File: src/rtl/nrdiv_pkg.sv
package nrdiv_pkg;

  typedef enum logic [1:0] {
    SEQ_IDLE = 2'd0,
    SEQ_RUN  = 2'd1,
    SEQ_HOLD = 2'd2
  } seq_state_e;

  // sign flag, divisor-sign flag, rotated-in bit
  typedef struct packed {
    logic q;
    logic m;
    logic t;
  } div_flags_t;

endpackage

File: src/rtl/nrdiv_step.sv
module nrdiv_step
  import nrdiv_pkg::*;
#(
  parameter int W = 32
) (
  input  logic [W-1:0] rem_i,
  input  logic [W-1:0] divisor_i,
  input  div_flags_t   flags_i,
  output logic [W-1:0] rem_o,
  output logic         q_o,
  output logic         t_o
);

  logic         do_sub;
  logic         msb_pre;
  logic [W-1:0] shifted;
  logic [W-1:0] operand;
  logic [W:0]   sum;
  logic         carry_or_borrow;

  always_comb begin
    do_sub   = (flags_i.q == flags_i.m);
    msb_pre  = rem_i[W-1];
    shifted  = {rem_i[W-2:0], flags_i.t};
    operand  = do_sub ? ~divisor_i : divisor_i;
    // one adder serves both directions: subtract is add of complement plus one
    sum      = {1'b0, shifted} + {1'b0, operand} + {{W{1'b0}}, do_sub};
    // add: carry out; subtract: borrow is the absence of carry out
    carry_or_borrow = do_sub ? ~sum[W] : sum[W];
    rem_o    = sum[W-1:0];
    q_o      = msb_pre ^ carry_or_borrow ^ flags_i.m;
    t_o      = (q_o == flags_i.m);
  end

endmodule

File: src/rtl/nrdiv_seq_ctrl.sv
module nrdiv_seq_ctrl
  import nrdiv_pkg::*;
#(
  parameter int W = 32
) (
  input  logic clk,
  input  logic rst_n,
  input  logic in_valid,
  input  logic out_ready,
  output logic in_ready,
  output logic load_o,
  output logic step_o,
  output logic out_valid
);

  localparam int CW = $clog2(W + 1);
  localparam logic [CW-1:0] LAST = CW'(W - 1);

  seq_state_e    state_q, state_d;
  logic [CW-1:0] cnt_q, cnt_d;

  always_comb begin
    state_d = state_q;
    cnt_d   = cnt_q;
    load_o  = 1'b0;
    step_o  = 1'b0;
    unique case (state_q)
      SEQ_IDLE: begin
        if (in_valid) begin
          load_o  = 1'b1;
          cnt_d   = '0;
          state_d = SEQ_RUN;
        end
      end
      SEQ_RUN: begin
        step_o = 1'b1;
        cnt_d  = cnt_q + CW'(1);
        if (cnt_q == LAST) state_d = SEQ_HOLD;
      end
      SEQ_HOLD: begin
        if (out_ready) state_d = SEQ_IDLE;
      end
      default: state_d = SEQ_IDLE;
    endcase
  end

  always_ff @(posedge clk or negedge rst_n) begin
    if (!rst_n) begin
      state_q <= SEQ_IDLE;
      cnt_q   <= '0;
    end else begin
      state_q <= state_d;
      cnt_q   <= cnt_d;
    end
  end

  assign in_ready  = (state_q == SEQ_IDLE);
  assign out_valid = (state_q == SEQ_HOLD);

endmodule

File: src/rtl/nrdiv_lo_shift.sv
module nrdiv_lo_shift #(
  parameter int W = 32
) (
  input  logic         clk,
  input  logic         rst_n,
  input  logic         load_i,
  input  logic [W-1:0] lo_i,
  input  logic         step_i,
  input  logic         t_i,
  output logic         msb_o,
  output logic [W-1:0] quot_o
);

  logic [W-1:0] lo_q;

  always_ff @(posedge clk or negedge rst_n) begin
    if (!rst_n)      lo_q <= '0;
    else if (load_i) lo_q <= lo_i;
    else if (step_i) lo_q <= {lo_q[W-2:0], t_i};
  end

  assign msb_o  = lo_q[W-1];
  assign quot_o = {lo_q[W-2:0], t_i};

endmodule

File: src/rtl/nrdiv_engine.sv
module nrdiv_engine
  import nrdiv_pkg::*;
#(
  parameter int W = 32
) (
  input  logic         clk,
  input  logic         rst_n,
  input  logic         in_valid,
  output logic         in_ready,
  input  logic [W-1:0] in_rem_hi,
  input  logic [W-1:0] in_dvd_lo,
  input  logic [W-1:0] in_divisor,
  input  logic         in_flags_ext,
  input  logic         in_q,
  input  logic         in_m,
  input  logic         in_t,
  output logic         out_valid,
  input  logic         out_ready,
  output logic [W-1:0] out_quot,
  output logic [W-1:0] out_rem,
  output logic         out_q,
  output logic         out_t
);

  logic         load, step;
  logic [W-1:0] rem_r, div_r, rem_nx;
  logic         q_r, m_r, t_r;
  logic         q_nx, t_nx;
  logic         lo_msb;
  div_flags_t   step_flags;
  div_flags_t   init_flags;

  nrdiv_seq_ctrl #(.W(W)) u_ctrl (
    .clk       (clk),
    .rst_n     (rst_n),
    .in_valid  (in_valid),
    .out_ready (out_ready),
    .in_ready  (in_ready),
    .load_o    (load),
    .step_o    (step),
    .out_valid (out_valid)
  );

  nrdiv_lo_shift #(.W(W)) u_lo (
    .clk    (clk),
    .rst_n  (rst_n),
    .load_i (load),
    .lo_i   (in_dvd_lo),
    .step_i (step),
    .t_i    (t_r),
    .msb_o  (lo_msb),
    .quot_o (out_quot)
  );

  assign step_flags = '{q: q_r, m: m_r, t: lo_msb};

  nrdiv_step #(.W(W)) u_step (
    .rem_i     (rem_r),
    .divisor_i (div_r),
    .flags_i   (step_flags),
    .rem_o     (rem_nx),
    .q_o       (q_nx),
    .t_o       (t_nx)
  );

  assign init_flags = in_flags_ext ? '{q: in_q, m: in_m, t: in_t} : '{q: 1'b0, m: 1'b0, t: 1'b0};

  always_ff @(posedge clk or negedge rst_n) begin
    if (!rst_n) begin
      rem_r <= '0;
      div_r <= '0;
      q_r   <= 1'b0;
      m_r   <= 1'b0;
      t_r   <= 1'b0;
    end else if (load) begin
      rem_r <= in_rem_hi;
      div_r <= in_divisor;
      q_r   <= init_flags.q;
      m_r   <= init_flags.m;
      t_r   <= init_flags.t;
    end else if (step) begin
      rem_r <= rem_nx;
      q_r   <= q_nx;
      t_r   <= t_nx;
    end
  end

  assign out_rem = rem_r;
  assign out_q   = q_r;
  assign out_t   = t_r;

endmodule

File: config.mk
export PLATFORM = sky130hd
export DESIGN_NAME = nrdiv_engine
export DESIGN_NICKNAME = d
export VERILOG_FILES = /design/src/rtl/nrdiv_pkg.sv /design/src/rtl/nrdiv_step.sv /design/src/rtl/nrdiv_seq_ctrl.sv /design/src/rtl/nrdiv_lo_shift.sv /design/src/rtl/nrdiv_engine.sv
export SDC_FILE = /design/constraint.sdc
export NUM_CORES = 1
export LEC_CHECK = 0
export BUFFER_PORTS_ARGS = -buffer_cell sky130_fd_sc_hd__buf_2
export CORE_MARGIN = 5
export CORE_UTILIZATION = 45
export DETAILED_ROUTE_END_ITERATION = 12
export PLACE_DENSITY = 0.72
export SYNTH_ARGS = -nofsm -noshare
export SYNTH_HDL_FRONTEND = slang
export SYNTH_HIERARCHICAL = 1
export SYNTH_SLANG_ARGS = --single-unit
File: constraint.sdc
create_clock -name clk -period 9.4 [get_ports clk]
set_clock_uncertainty 0.1 [all_clocks]
set_input_delay 0.47 -clock clk [delete_from_list [all_inputs] [get_ports clk]]
set_output_delay 0.47 -clock clk [all_outputs]
set_load 0.02 [all_outputs]
# Word level (Yosys, flattened, before mapping)
# Cells that the tools add are included.
classes:
  n_addsub: 3
  eq_ne: 8
  muxes: 20
  n_bitwise: 4
  n_reduce_logical: 5
op_table:
  columns: ["cell", "n"]
  rows:
  - ["32-bit two-way mux", 5]
  - ["32-bit by 32-bit adder with 33-bit output", 1]
  - ["33-bit by 1-bit adder with 33-bit output", 1]
  - ["32-bit inverter", 1]
  - ["6-bit case mux with 2 select lines", 1]
  - ["1-bit two-way mux", 8]
  - ["6-bit by 1-bit adder with 6-bit output (second input constant)", 1]
  - ["6-bit by 5-bit == test with 1-bit output (second input constant)", 1]
  - ["2-bit two-way mux", 3]
  - ["6-bit two-way mux", 1]
  - ["2-bit case mux with 3 select lines", 1]
  - ["2-bit by 1-bit inequality test with 1-bit output (second input constant)", 2]
  - ["2-bit nonzero test", 2]
  - ["3-bit two-way mux", 1]
  - ["3-bit AND reduction", 1]
  - ["1-bit == test", 2]
  - ["2-bit by 1-bit == test with 1-bit output (second input constant)", 1]
  - ["2-bit == test (second input constant)", 1]
  - ["2-bit logical NOT", 1]
  - ["2-bit inequality test (second input constant)", 1]
  - ["2-bit AND reduction", 1]
  - ["1-bit bitwise XOR", 2]
  - ["1-bit inverter", 1]
totals:
  regBits: 107
  input_bits: 104
  output_inout_bits: 68
  word_cells: 48

# Logic depth before layout (Yosys ltp)
# Gate-level depths: netlist of run 1.
depth:
  word_depth: 11
  ltp_mapped: 14
  depth_no_buf: 12

# Cells and area by module
# The synthesis of run 1 kept the hierarchy.
modules_own_cells:
  columns: ["mod", "n_inst", "cells_per_inst", "area_per_inst_um2", "seq_area_each_um2"]
  rows:
  - ["nrdiv_engine", 1, 219, 2842.7, 1676.6]
  - ["nrdiv_step", 1, 301, 2174.6, 0.0]
  - ["nrdiv_lo_shift", 1, 140, 1522.7, 800.8]
  - ["nrdiv_seq_ctrl", 1, 40, 412.9, 200.2]

# Worst setup path after synthesis of run 1
# OpenSTA, ideal clock, no wires.
synth_timing:
  path_kind: "register to register"
  from: "register q_r (netlist: out_q)"
  to: "register q_r (netlist: out_q)"
  setup_time_ns: 0.123
  t_arrival_ns: 3.447
  required_ns: 9.177
  slack_ns: 5.730
  stages_incl_launch_ff: 15
  period_less_slack_ns: 3.670
  path_cell_list: "dfrtp_1 xor2_2 clkbuf_1 xnor2_1 ha_1 clkbuf_1 a21o_1 o21bai_1 a311oi_1 o21ai_1 a21o_1 a21oi_1 xor3_1 mux2i_1 o21ai_1"
synth_between:
  elab_chain_len: 10
synth_lines:
  columns: ["element", "line_no", "source"]
  rows:
  - ["from (decl)", "nrdiv_engine.sv:27", "logic q_r, m_r, t_r;"]
  - ["from (signal assigned)", "nrdiv_engine.sv:78", "q_r <= init_flags.q;"]
  - ["from (signal assigned)", "nrdiv_engine.sv:83", "q_r <= q_nx;"]
  - ["1-bit == test (*)", "nrdiv_step.sv:22", "do_sub = (flags_i.q == flags_i.m);"]
  - ["32-bit two-way mux", "nrdiv_step.sv:25", "operand = do_sub ? ~divisor_i : divisor_i;"]
  - ["32-bit by 32-bit adder with 33-bit output", "nrdiv_step.sv:27", "sum = {1'b0, shifted} + {1'b0, operand} + {{W{1'b0}}, do_sub};"]
  - ["33-bit by 1-bit adder with 33-bit output", "nrdiv_step.sv:27", null]
  - ["1-bit inverter", "nrdiv_step.sv:29", "carry_or_borrow = do_sub ? ~sum[W] : sum[W];"]
  - ["1-bit two-way mux (*)", "nrdiv_step.sv:29", null]
  - ["1-bit bitwise XOR (*) (2 in series)", "nrdiv_step.sv:31", "q_o = msb_pre ^ carry_or_borrow ^ flags_i.m;"]
  - ["via q_nx", "nrdiv_engine.sv:28", "logic q_nx, t_nx;"]
  - ["1-bit two-way mux (*)", "nrdiv_engine.sv:81", "end else if (step) begin"]
  - ["1-bit two-way mux (*)", "nrdiv_engine.sv:75", "end else if (load) begin"]
# The timed path passes the listed nets; every way through them passes the cells marked *. The select of a mux whose other input is x is not followed.
# A chain may end at the register's enable or synchronous reset.

# Worst setup path in the final report of run 1
# Ends and elaborated chain as after synthesis.

==> insert_results.sql, run 1 <==
INSERT INTO impl_metrics (metric_group, metric, value, unit) VALUES
('worst_setup_path', 'timing.critical_path.mode_cell', 'a21oi_1', ''),
('synthesis', 'syn_inst', '700', ''),
('routing', 'route.detailed.drc', '0', ''),
('layout', 'layout_common_cells', '170 x buf_2, 107 x dfrtp_1, 100 x nand2_1, 68 x mux2i_1, 61 x o21ai_1', ''),
('clock_network', 'cts-resized-gates', '0', ''),
('layout', 'insertedDiodeCount', '0', ''),
('clock_network', 'cts.root.buffer_cell', 'clkbuf_16', ''),
('synthesis', 'synthFlopType', 'dfrtp_1', ''),
('global_routing', 'grt_first_pass_wirelength', '27.6', 'mm'),
('clock_network', 'cts-hold-fix-buffers', '0', ''),
('timing', 'timing.hold.ws', '25.2', 'ps'),
('floorplan', 'num_rows', '45', ''),
('layout', 'drive_above_1_share', '0.284', ''),
('worst_setup_path', 'worstSetupPathType', 'flop to flop', ''),
('floorplan', 'initial_utilization', '0.457', ''),
('synthesis', 'netlist-cell-type-count', '62', ''),
('layout', 'layout.cells.non_filler', '1038', ''),
('timing', 'max_slew_margin', '0.479', ''),
('synthesis', 'synthesis.area_per_instance', '9.93', 'um^2'),
('timing', 'setup-tns-final', '0', 'ps'),
('global_routing', 'grt_antenna_before_repair', '1', ''),
('routing', 'detail_route.wl_per_cell', '16.0', 'um'),
('clock_network', 'htree_num_levels', '3', ''),
('place', 'half_perimeter_wire_length_after_placement', '12.6', 'mm'),
('worst_setup_path', 'critPathSlowestCell', 'dfrtp_1', ''),
('min_path', 'min_path_type', 'input port to async pin', ''),
('layout', 'layout.cells.most_common', 'buf_2', ''),
('synthesis', 'synth_fp_nets', '837', ''),
('global_routing', 'grt_remaining_overflow', '0', ''),
('worst_setup_path', 'crit_path_cell_trace', 'xor2_4, buf_4, xnor2_1, fa_1, a21o_1, a21oi_1, o211a_1, o32a_1, nor4b_1, a21oi_1, xor3_1, mux2i_1, o21ai_1', ''),
('synthesis', 'synth_seq_area_share', '0.385', ''),
('layout', 'area.growth.synth_to_final', '16.6', '%'),
('synthesis', 'synthArstFlopShare', '1.00', ''),
('run', 'max_cap_viol_count', '0', ''),
('routing', 'dr.pass1.iters', '4', ''),
('timing', 'hold_violations', '0', ''),
('routing', 'drt_first_iter_violations', '272', ''),
('timing', 'unrepaired_setup_endpoints_after_global_routing', 'no', ''),
('outcome', 'result_of_the_run', 'complete, no violations', ''),
('timing', 'final_min_period_over_clock_period', '0.408', ''),
('global_routing', 'gr-usage-all-layers', '0.185', ''),
('clock_network', 'cts.path.max_buffers', '2', ''),
('routing', 'drt-vias-per-instance', '5.34', ''),
('floorplan', 'core-area', '0.0152', 'mm^2'),
('synthesis', 'yosys_warnings', '6', ''),
('timing', 'maximum_achievable_frequency', '261', 'MHz'),
('place', 'placed_cells', '1022', ''),
('timing', 'timing.final.crit_period', '3840', 'ps'),
('worst_setup_path', 'end_kind', 'flop', ''),
('clock_network', 'cts_setup_buffers', '0', ''),
('routing', 'detail_route_antenna_nets', '0', ''),
('synthesis', 'post_synth_edffs', '0', ''),
('worst_setup_path', 'arrival', '3960', 'ps'),
('routing', 'vias_post_dr', '5543', ''),
('global_routing', 'grt_max_degree', '61', ''),
('clock_network', 'cts_inserted_buffers', '9', ''),
('worst_setup_path', 'start_kind', 'flop', ''),
('place', 'port-buffer-count', '171', ''),
('clock_network', 'clk_transition_reported_paths', '80', 'ps'),
('timing', 'setup_violations', '0', ''),
('floorplan', 'design.die.area', '0.0180', 'mm^2'),
('global_routing', 'via_count_of_the_first_global_routing_pass', '5676', ''),
('timing', 'worst_pin_slew', '781', 'ps'),
('timing', 'final-max-slew-violation-count', '0', ''),
('worst_setup_path', 'critPathMaxStageDelay', '470', 'ps'),
('clock_network', 'clock_latency_on_the_worst_skew_pair', '360', 'ps'),
('routing', 'routed_wl', '16.6', 'mm'),
('synthesis', 'synth.ff_latch_count', '107', ''),
('floorplan', 'die_h', '134', 'um'),
('floorplan', 'chipWidth', '134', 'um'),
('clock_network', 'clock_sinks', '107', ''),
('layout', 'nets', '982', ''),
('floorplan', 'io_pins', '172', ''),
('clock_network', 'clock_tree_from_tritoncts', 'yes', ''),
('synthesis', 'synthesis.area', '0.00695', 'mm^2'),
('place', 'routabilityCongestion', '0.892', ''),
('worst_setup_path', 'cp_data_required_time', '9530', 'ps'),
('worst_setup_path', 'crit_path_max_fanout', '34', '');
cell usage after synthesis, types with 4 or more instances:
cell type / instances / area share
a21o_1: 13 / 0.014
a21oi_1: 33 / 0.024
a31oi_1: 6 / 0.0054
and3_1: 6 / 0.0054
buf_2: 14 / 0.010
buf_4: 4 / 0.0043
buf_6: 6 / 0.0097
clkbuf_1: 15 / 0.0081
dfrtp_1: 107 / 0.39
ha_1: 32 / 0.058
inv_1: 6 / 0.0032
mux2_2: 23 / 0.037
mux2_4: 10 / 0.022
mux2i_1: 68 / 0.098
nand2_1: 100 / 0.054
nand2b_1: 4 / 0.0036
nand3_1: 14 / 0.010
nand4_1: 8 / 0.0072
nor2_1: 16 / 0.0086
nor2b_1: 5 / 0.0045
o21ai_0: 29 / 0.021
o21ai_1: 61 / 0.044
o21bai_1: 6 / 0.0065
xnor2_1: 49 / 0.062
xor2_1: 12 / 0.015
final timing paths:
kind | endpoint | from | depth (start not counted) | slack, ps
setup / recovery | out_q | out_q | 13 | 5560
min in group clk | u_lo/lo_q[6] | in_dvd_lo[6] | 3 | 210
hold reg to reg | u_ctrl/cnt_q[3] | u_ctrl/cnt_q[3] | 1 | 410
setup reg to reg | out_q | out_q | 13 | 5560
max in group asynchronous | out_rem[0] | rst_n | 2 | 7970
hold / removal | div_r[19] | rst_n | 1 | 30
layout make-up:
| cell class | instances | area [um^2] |
|---|---|---|
| fill | 1439 | 7090 |
| tap | 188 | 235 |
| clock buffer | 10 | 229 |
| timing repair buffer | 176 | 896 |
| sequential | 107 | 2680 |
| clock inverter | 6 | 65.1 |
| multi-input combinational | 544 | 3980 |
| inverter | 7 | 30.0 |
through the flow:
step | setup slack (ps) | instance area [um^2] | utilization
global route | 5260 | 8110 | 0.533
global placement | 5660 | 7810 | 0.514
finish | 5560 | 8110 | 0.533
CTS | 5540 | 8110 | 0.533
detailed placement | 5540 | 7810 | 0.514
floorplan | 5730 | 6950 | -
registers in the layout, summed over array words and instances, names as in the netlist:
register	flops
out_t	1
out_rem	32
m_r	1
u_ctrl/state_q	2
u_lo/lo_q	32
div_r	32
out_q	1
u_ctrl/cnt_q	6
critical path: cells and delay by family, from the launching register on:
kind,cells,cell delay [ps]
AO/OA/AOI/OAI,6,1260
multiplexers,1,160
flip-flops,1,470
buffers and inverters,1,460
adder cells (fa/ha/maj),1,460
XOR/XNOR,3,630
AND/OR/NAND/NOR,1,100
cell families (layout without fill, tap and decap cells):
family	Yosys count	in the layout	share of synthesized area
simple gates	166	166	0.108
xor+xnor	64	64	0.0858
buf+inv	49	199	0.0448
compound gates	180	180	0.159
flops	107	107	0.385
fa+ha+maj	33	33	0.0605
mux	101	101	0.157
metal layers:
| layer | track usage | share of wire | vias to the layer above |
|---|---|---|---|
| li1 | - | - | 2780 |
| met1 | 0.231 | 0.44 | 2598 |
| met2 | 0.312 | 0.48 | 142 |
| met3 | 0.0574 | 0.064 | 21 |
| met4 | 0.0526 | 0.014 | 2 |
| met5 | 0 | 0.0012 | - |
Power of run 1 is not shown: default switching activity piles up to over one toggle a cycle in this logic, so the estimate is an artifact.
==> run 2, diff against run 1 <==
==> constraint.sdc (replaced) <==
create_clock -name clk -period 3.9 [get_ports clk]
set_clock_uncertainty 0.1 [all_clocks]
set_input_delay 0.195 -clock clk [delete_from_list [all_inputs] [get_ports clk]]
set_output_delay 0.195 -clock clk [all_outputs]
set_load 0.02 [all_outputs]
==> run 2 against run 1 <==
Core utilization up 7.0 points. Via count rose by 8.3%. Register-to-register slack worse by 5200 ps. Sequential share of layout area decreased by 3.9 points. Critical path type unchanged. Highest routed layer is now met4.
==> insert_results.sql, run 2 (synthesized netlist as in run 1, its figures left out) <==
INSERT INTO impl_metrics (metric_group, metric, value, unit) VALUES
('layout', 'layout.cells.most_common', 'buf_2', ''),
('clock_network', 'cts_setup_buffers', '0', ''),
('routing', 'detail_route.wl_per_cell', '15.6', 'um'),
('outcome', 'result_of_the_run', 'complete, no violations', ''),
('floorplan', 'initial_utilization', '0.457', ''),
('timing', 'setup-tns-final', '0', 'ps'),
('worst_setup_path', 'timing.critical_path.mode_cell', 'a21oi_1', ''),
('clock_network', 'cts.root.buffer_cell', 'clkbuf_16', ''),
('global_routing', 'grtUsageMet2', '0.354', ''),
('timing', 'worst_pin_slew', '731', 'ps'),
('place', 'port-buffer-count', '171', ''),
('floorplan', 'design.die.area', '0.0180', 'mm^2'),
('global_routing', 'grt-busiest-layer', 'met2', ''),
('routing', 'drt_first_iter_violations', '293', ''),
('worst_setup_path', 'crit_path_cell_trace', 'xor2_4, buf_12, xnor2_1, fa_1, a21o_1, a21oi_1, o211a_1, o32a_1, nor4b_1, a21oi_1, xor3_1, mux2i_1, o21ai_1', ''),
('place', 'routabilityCongestion', '0.899', ''),
('clock_network', 'clock_latency_on_the_worst_skew_pair', '360', 'ps'),
('layout', 'drive_above_1_share', '0.257', ''),
('timing', 'setup_violations', '0', ''),
('clock_network', 'htree_num_levels', '3', ''),
('timing', 'maximum_achievable_frequency', '282', 'MHz'),
('floorplan', 'die_h', '134', 'um'),
('routing', 'routed_wl', '17.8', 'mm'),
('worst_setup_path', 'critPathSlowestCell', 'dfrtp_1', ''),
('global_routing', 'gr-usage-all-layers', '0.200', ''),
('place', 'post_dp_cell_area', '0.00787', 'mm^2'),
('timing', 'final-max-slew-violation-count', '0', ''),
('clock_network', 'cts.path.max_buffers', '2', ''),
('clock_network', 'clock_tree_from_tritoncts', 'yes', ''),
('routing', 'dr.pass1.iters', '6', ''),
('clock_network', 'clk_transition_reported_paths', '70', 'ps'),
('global_routing', 'met1_usage', '0.238', ''),
('layout', 'nets', '1084', ''),
('clock_network', 'cts_inserted_buffers', '9', ''),
('timing', 'timing.final.crit_period', '3550', 'ps'),
('run', 'max_cap_viol_count', '0', ''),
('global_routing', 'global_route.usage.met3', '0.0529', ''),
('routing', 'route.detailed.drc', '0', ''),
('worst_setup_path', 'end_kind', 'flop', ''),
('floorplan', 'chipWidth', '134', 'um'),
('worst_setup_path', 'critPathMaxStageDelay', '470', 'ps'),
('clock_network', 'clock_sinks', '107', ''),
('layout', 'insertedDiodeCount', '0', ''),
('routing', 'drt-vias-per-instance', '5.26', ''),
('timing', 'max_slew_margin', '0.513', ''),
('global_routing', 'grt_remaining_overflow', '0', ''),
('floorplan', 'num_rows', '45', ''),
('layout', 'area.growth.synth_to_final', '32.0', '%'),
('worst_setup_path', 'worst-r2r-setup-slack', '350', 'ps'),
('min_path', 'min_path_type', 'input port to flop', ''),
('worst_setup_path', 'worstSetupPathType', 'flop to flop', ''),
('floorplan', 'io_pins', '172', ''),
('worst_setup_path', 'r2r_start', 'out_q', ''),
('worst_setup_path', 'critPathCapture', 'out_q', ''),
('worst_setup_path', 'r2r.worst_path.cells', '13', ''),
('worst_setup_path', 'cp_data_required_time', '4040', 'ps'),
('worst_setup_path', 'worst_setup_path_startpoint', 'out_q', ''),
('timing', 'unrepaired_setup_endpoints_after_global_routing', 'no', ''),
('layout', 'layout.cell_area.non_filler', '0.00918', 'mm^2'),
('worst_setup_path', 'start_kind', 'flop', ''),
('place', 'half_perimeter_wire_length_after_placement', '12.6', 'mm'),
('layout', 'layout_common_cells', '170 x buf_2, 107 x dfrtp_1, 100 x nand2_1, 99 x dlygate4sd3_1, 68 x mux2i_1', ''),
('timing', 'hold_violations', '0', ''),
('routing', 'vias_post_dr', '6002', ''),
('global_routing', 'grt_first_pass_wirelength', '29.8', 'mm'),
('worst_setup_path', 'crit_path_max_fanout', '34', ''),
('timing', 'final_min_period_over_clock_period', '0.909', ''),
('worst_setup_path', 'arrival', '3680', 'ps'),
('global_routing', 'grt_antenna_before_repair', '0', ''),
('routing', 'detail_route_antenna_nets', '0', ''),
('min_path', 'hold_path_depth', '3', ''),
('global_routing', 'via_count_of_the_first_global_routing_pass', '6266', ''),
('worst_setup_path', 'regToRegEndpoint', 'out_q', ''),
('floorplan', 'core-area', '0.0152', 'mm^2'),
('global_routing', 'grt_max_degree', '60', '');
## run 2: cell count changes in the layout (fill, tap and decap cells not counted)
cell,delta
bufinv_16,+1
dlygate4sd3_1,+99
clkinvlp_4,+1
inv_8,-1
buf_12,+3
clkbuf_8,+1
clkinv_8,-1
clkbuf_1,-1
## run 2: stage by stage
| step | instances | util | worst slack (ps) | hold slack, ps |
|---|---|---|---|---|
| 3_5_place_dp | 1025 | 0.518 | 368 | -117 |
| 4_1_cts | 1140 | 0.604 | 352 | 9.52 |
| 6_report | 1140 | 0.604 | 354 | 19.7 |
| 5_1_grt | 1140 | 0.604 | 43.5 | 29.2 |
| 3_3_place_gp | 1025 | 0.518 | 426 | -118 |
| 2_1_floorplan | 700 | - | 230 | -201 |
## run 2: repair_timing
action,in CTS,in global routing
endpoints found under the hold margin,204,0
gates resized for setup,0,0
hold buffers,99,0
## run 2: how the worst min path moves through the flow
stage               startpoint        end
floorplan                rst_n   div_r[0]
global placement         rst_n  div_r[17]
detailed placement       rst_n  div_r[17]
CTS                       in_q      out_q
global route              in_q      out_q
finish                    in_q      out_q
## run 2: layout make-up
type,count,area [um^2]
Tap cell,188,235
Clock buffer,10,239
Multi-Input combinational cell,544,3980
Sequential cell,107,2680
Timing Repair Buffer,278,1950
Clock inverter,6,75.1
Fill cell,1309,6020
Inverter,7,30.0
## run 2: metal layers
| layer | vias to the layer above | part of all wire |
|---|---|---|
| li1 | 2991 | - |
| met1 | 2824 | 0.43 |
| met2 | 163 | 0.49 |
| met3 | 24 | 0.058 |
| met4 | 0 | 0.017 |
| met5 | - | 0 |
## run 2: critical path: cells and delay by family, from the launching register on
| kind | cells | cell delay [ps] |
|---|---|---|
| AOI/OAI and AO/OA | 6 | 1260 |
| xor gates and xnor gates | 3 | 620 |
| adders and majority gates | 1 | 450 |
| buffers and inverters | 1 | 250 |
| DFF | 1 | 470 |
| muxes | 1 | 140 |
| and+or+nand+nor | 1 | 110 |
Power of run 2 is left out for the same reason.
==> run 3, diff against run 2 <==
--- a/config.mk
+++ b/config.mk
@@ -10,6 +10,7 @@
 export CORE_UTILIZATION = 45
 export DETAILED_ROUTE_END_ITERATION = 12
 export PLACE_DENSITY = 0.72
+export REMOVE_ABC_BUFFERS = 1
 export SYNTH_ARGS = -nofsm -noshare
 export SYNTH_HDL_FRONTEND = slang
 export SYNTH_HIERARCHICAL = 1
==> run 3 against run 2 <==
Sequential share of layout area is 0.18 points higher. Critical endpoint unchanged. Count of clock-buffer cells in the layout is 1 lower. First-iteration DRC count is 15% higher. Critical path type unchanged. Largest cell class unchanged.
==> insert_results.sql, run 3 (synthesized netlist as in run 1, its figures left out) <==
INSERT INTO impl_metrics (metric_group, metric, value, unit) VALUES
('place', 'port-buffer-count', '171', ''),
('clock_network', 'cts.root.buffer_cell', 'clkbuf_16', ''),
('layout', 'layout_common_cells', '170 x buf_2, 107 x dfrtp_1, 100 x nand2_1, 97 x dlygate4sd3_1, 68 x mux2i_1', ''),
('timing', 'max_slew_margin', '0.407', ''),
('worst_setup_path', 'r2r.worst_path.cells', '13', ''),
('worst_setup_path', 'worstSetupPathType', 'flop to flop', ''),
('layout', 'nets', '1081', ''),
('floorplan', 'chipWidth', '134', 'um'),
('timing', 'worst_pin_slew', '889', 'ps'),
('timing', 'setup-tns-final', '0', 'ps'),
('place', 'placed_cells', '1024', ''),
('routing', 'routed_wl', '17.8', 'mm'),
('floorplan', 'die_h', '134', 'um'),
('place', 'routabilityCongestion', '0.882', ''),
('timing', 'final_min_period_over_clock_period', '0.911', ''),
('layout', 'insertedDiodeCount', '0', ''),
('worst_setup_path', 'crit_path_max_fanout', '34', ''),
('global_routing', 'gr-usage-all-layers', '0.199', ''),
('layout', 'area.growth.synth_to_final', '31.2', '%'),
('worst_setup_path', 'arrival', '3690', 'ps'),
('worst_setup_path', 'r2r_start', 'out_q', ''),
('timing', 'final-max-slew-violation-count', '0', ''),
('global_routing', 'grt_remaining_overflow', '0', ''),
('routing', 'dr.pass1.iters', '5', ''),
('routing', 'drt_first_iter_violations', '336', ''),
('clock_network', 'clk_transition_reported_paths', '80', 'ps'),
('worst_setup_path', 'timing.critical_path.mode_cell', 'a21oi_1', ''),
('global_routing', 'via_count_of_the_first_global_routing_pass', '6145', ''),
('timing', 'timing.hold.ws', '17.9', 'ps'),
('clock_network', 'cts_inserted_buffers', '9', ''),
('worst_setup_path', 'end_kind', 'flop', ''),
('global_routing', 'grt_first_pass_wirelength', '29.4', 'mm'),
('routing', 'detail_route_antenna_nets', '0', ''),
('clock_network', 'cts_setup_buffers', '0', ''),
('min_path', 'hold_path_depth', '3', ''),
('floorplan', 'core-area', '0.0152', 'mm^2'),
('worst_setup_path', 'crit_path_cell_trace', 'xor2_4, buf_12, xnor2_1, fa_1, a21o_1, a21oi_1, o211a_1, o32a_1, nor4b_1, a21oi_1, xor3_1, mux2i_1, o21ai_1', ''),
('worst_setup_path', 'start_kind', 'flop', ''),
('timing', 'timing.final.crit_period', '3550', 'ps'),
('worst_setup_path', 'critPathMaxStageDelay', '470', 'ps'),
('clock_network', 'cts-hold-fix-buffers', '97', ''),
('min_path', 'whs_endpoint', 'out_t', ''),
('worst_setup_path', 'cp_data_required_time', '4030', 'ps'),
('layout', 'drive_above_1_share', '0.256', ''),
('floorplan', 'design.die.area', '0.0180', 'mm^2'),
('clock_network', 'cts-resized-gates', '0', ''),
('global_routing', 'grt_antenna_before_repair', '0', ''),
('min_path', 'holdCritStartpoint', 'in_t', ''),
('floorplan', 'initial_utilization', '0.457', ''),
('floorplan', 'num_rows', '45', ''),
('layout', 'nFillCells', '1287', ''),
('timing', 'hold_violations', '0', ''),
('routing', 'detail_route.wl_per_cell', '15.6', 'um'),
('layout', 'seqCellArea', '0.00268', 'mm^2'),
('timing', 'maximum_achievable_frequency', '281', 'MHz'),
('clock_network', 'clock_tree_from_tritoncts', 'yes', ''),
('routing', 'drt-vias-per-instance', '5.27', ''),
('run', 'max_cap_viol_count', '0', ''),
('clock_network', 'htree_num_levels', '3', ''),
('min_path', 'min_path_type', 'input port to flop', ''),
('timing', 'setup_violations', '0', ''),
('floorplan', 'io_pins', '172', ''),
('clock_network', 'cts.path.max_buffers', '2', ''),
('timing', 'unrepaired_setup_endpoints_after_global_routing', 'no', ''),
('routing', 'vias_post_dr', '5991', ''),
('worst_setup_path', 'worst-r2r-setup-slack', '350', 'ps'),
('place', 'half_perimeter_wire_length_after_placement', '12.4', 'mm'),
('routing', 'route.detailed.drc', '0', ''),
('layout', 'post-route-util', '0.600', ''),
('outcome', 'result_of_the_run', 'complete, no violations', ''),
('worst_setup_path', 'regToRegEndpoint', 'out_q', ''),
('layout', 'multiInputGateArea', '0.00398', 'mm^2'),
('clock_network', 'clock_sinks', '107', ''),
('global_routing', 'grt_max_degree', '83', ''),
('clock_network', 'clock_latency_on_the_worst_skew_pair', '360', 'ps'),
('layout', 'layout.cells.most_common', 'buf_2', ''),
('worst_setup_path', 'critPathSlowestCell', 'dfrtp_1', ''),
('layout', 'layout.cells.non_filler', '1136', '');
run 3: layout make-up:
class	count	share of cell area
clock buffers	9	0.0247
clock inverters	6	0.00796
inverters	7	0.00329
multi-input cells	544	0.436
flip-flops and latches	107	0.294
well taps	188	0.0258
repair buffers	275	0.209
run 3: metal layers:
layer | track usage | up-vias | wire length (um)
met4 | 0.0633 | 0 | 329
li1 | - | 2978 | -
met2 | 0.329 | 156 | 8520
met3 | 0.0548 | 24 | 1060
met5 | 0 | - | 0
met1 | 0.255 | 2833 | 7860
run 3: worst max-delay path, delay by kind of cell (launching register included):
family,cells,cell delay (ps)
muxes,1,140
AOI/OAI and AO/OA,6,1260
and+or+nand+nor,1,100
xor gates and xnor gates,3,630
buffers and inverters,1,260
adders and majority gates,1,450
DFF,1,470
run 3: worst max path at each step:
stage / startpoint / endpoint / slack, ps / cells after the start
final: out_q / out_q / 350 / 13
after global routing: out_q / out_q / 80 / 13
after CTS: out_q / out_q / 340 / 13
after detailed placement: out_q / out_q / 360 / 13
after global placement: out_q / out_t / 420 / 13
after floorplan: out_q / out_q / -580 / 12
run 3: metrics by stage:
step                area (um^2)  setup slack [ps]
floorplan                  6670              -584
global placement           7850               419
detailed placement         7850               364
CTS                        9120               338
global route               9120              77.3
finish                     9120               346
Power of run 3 is left out for the same reason.
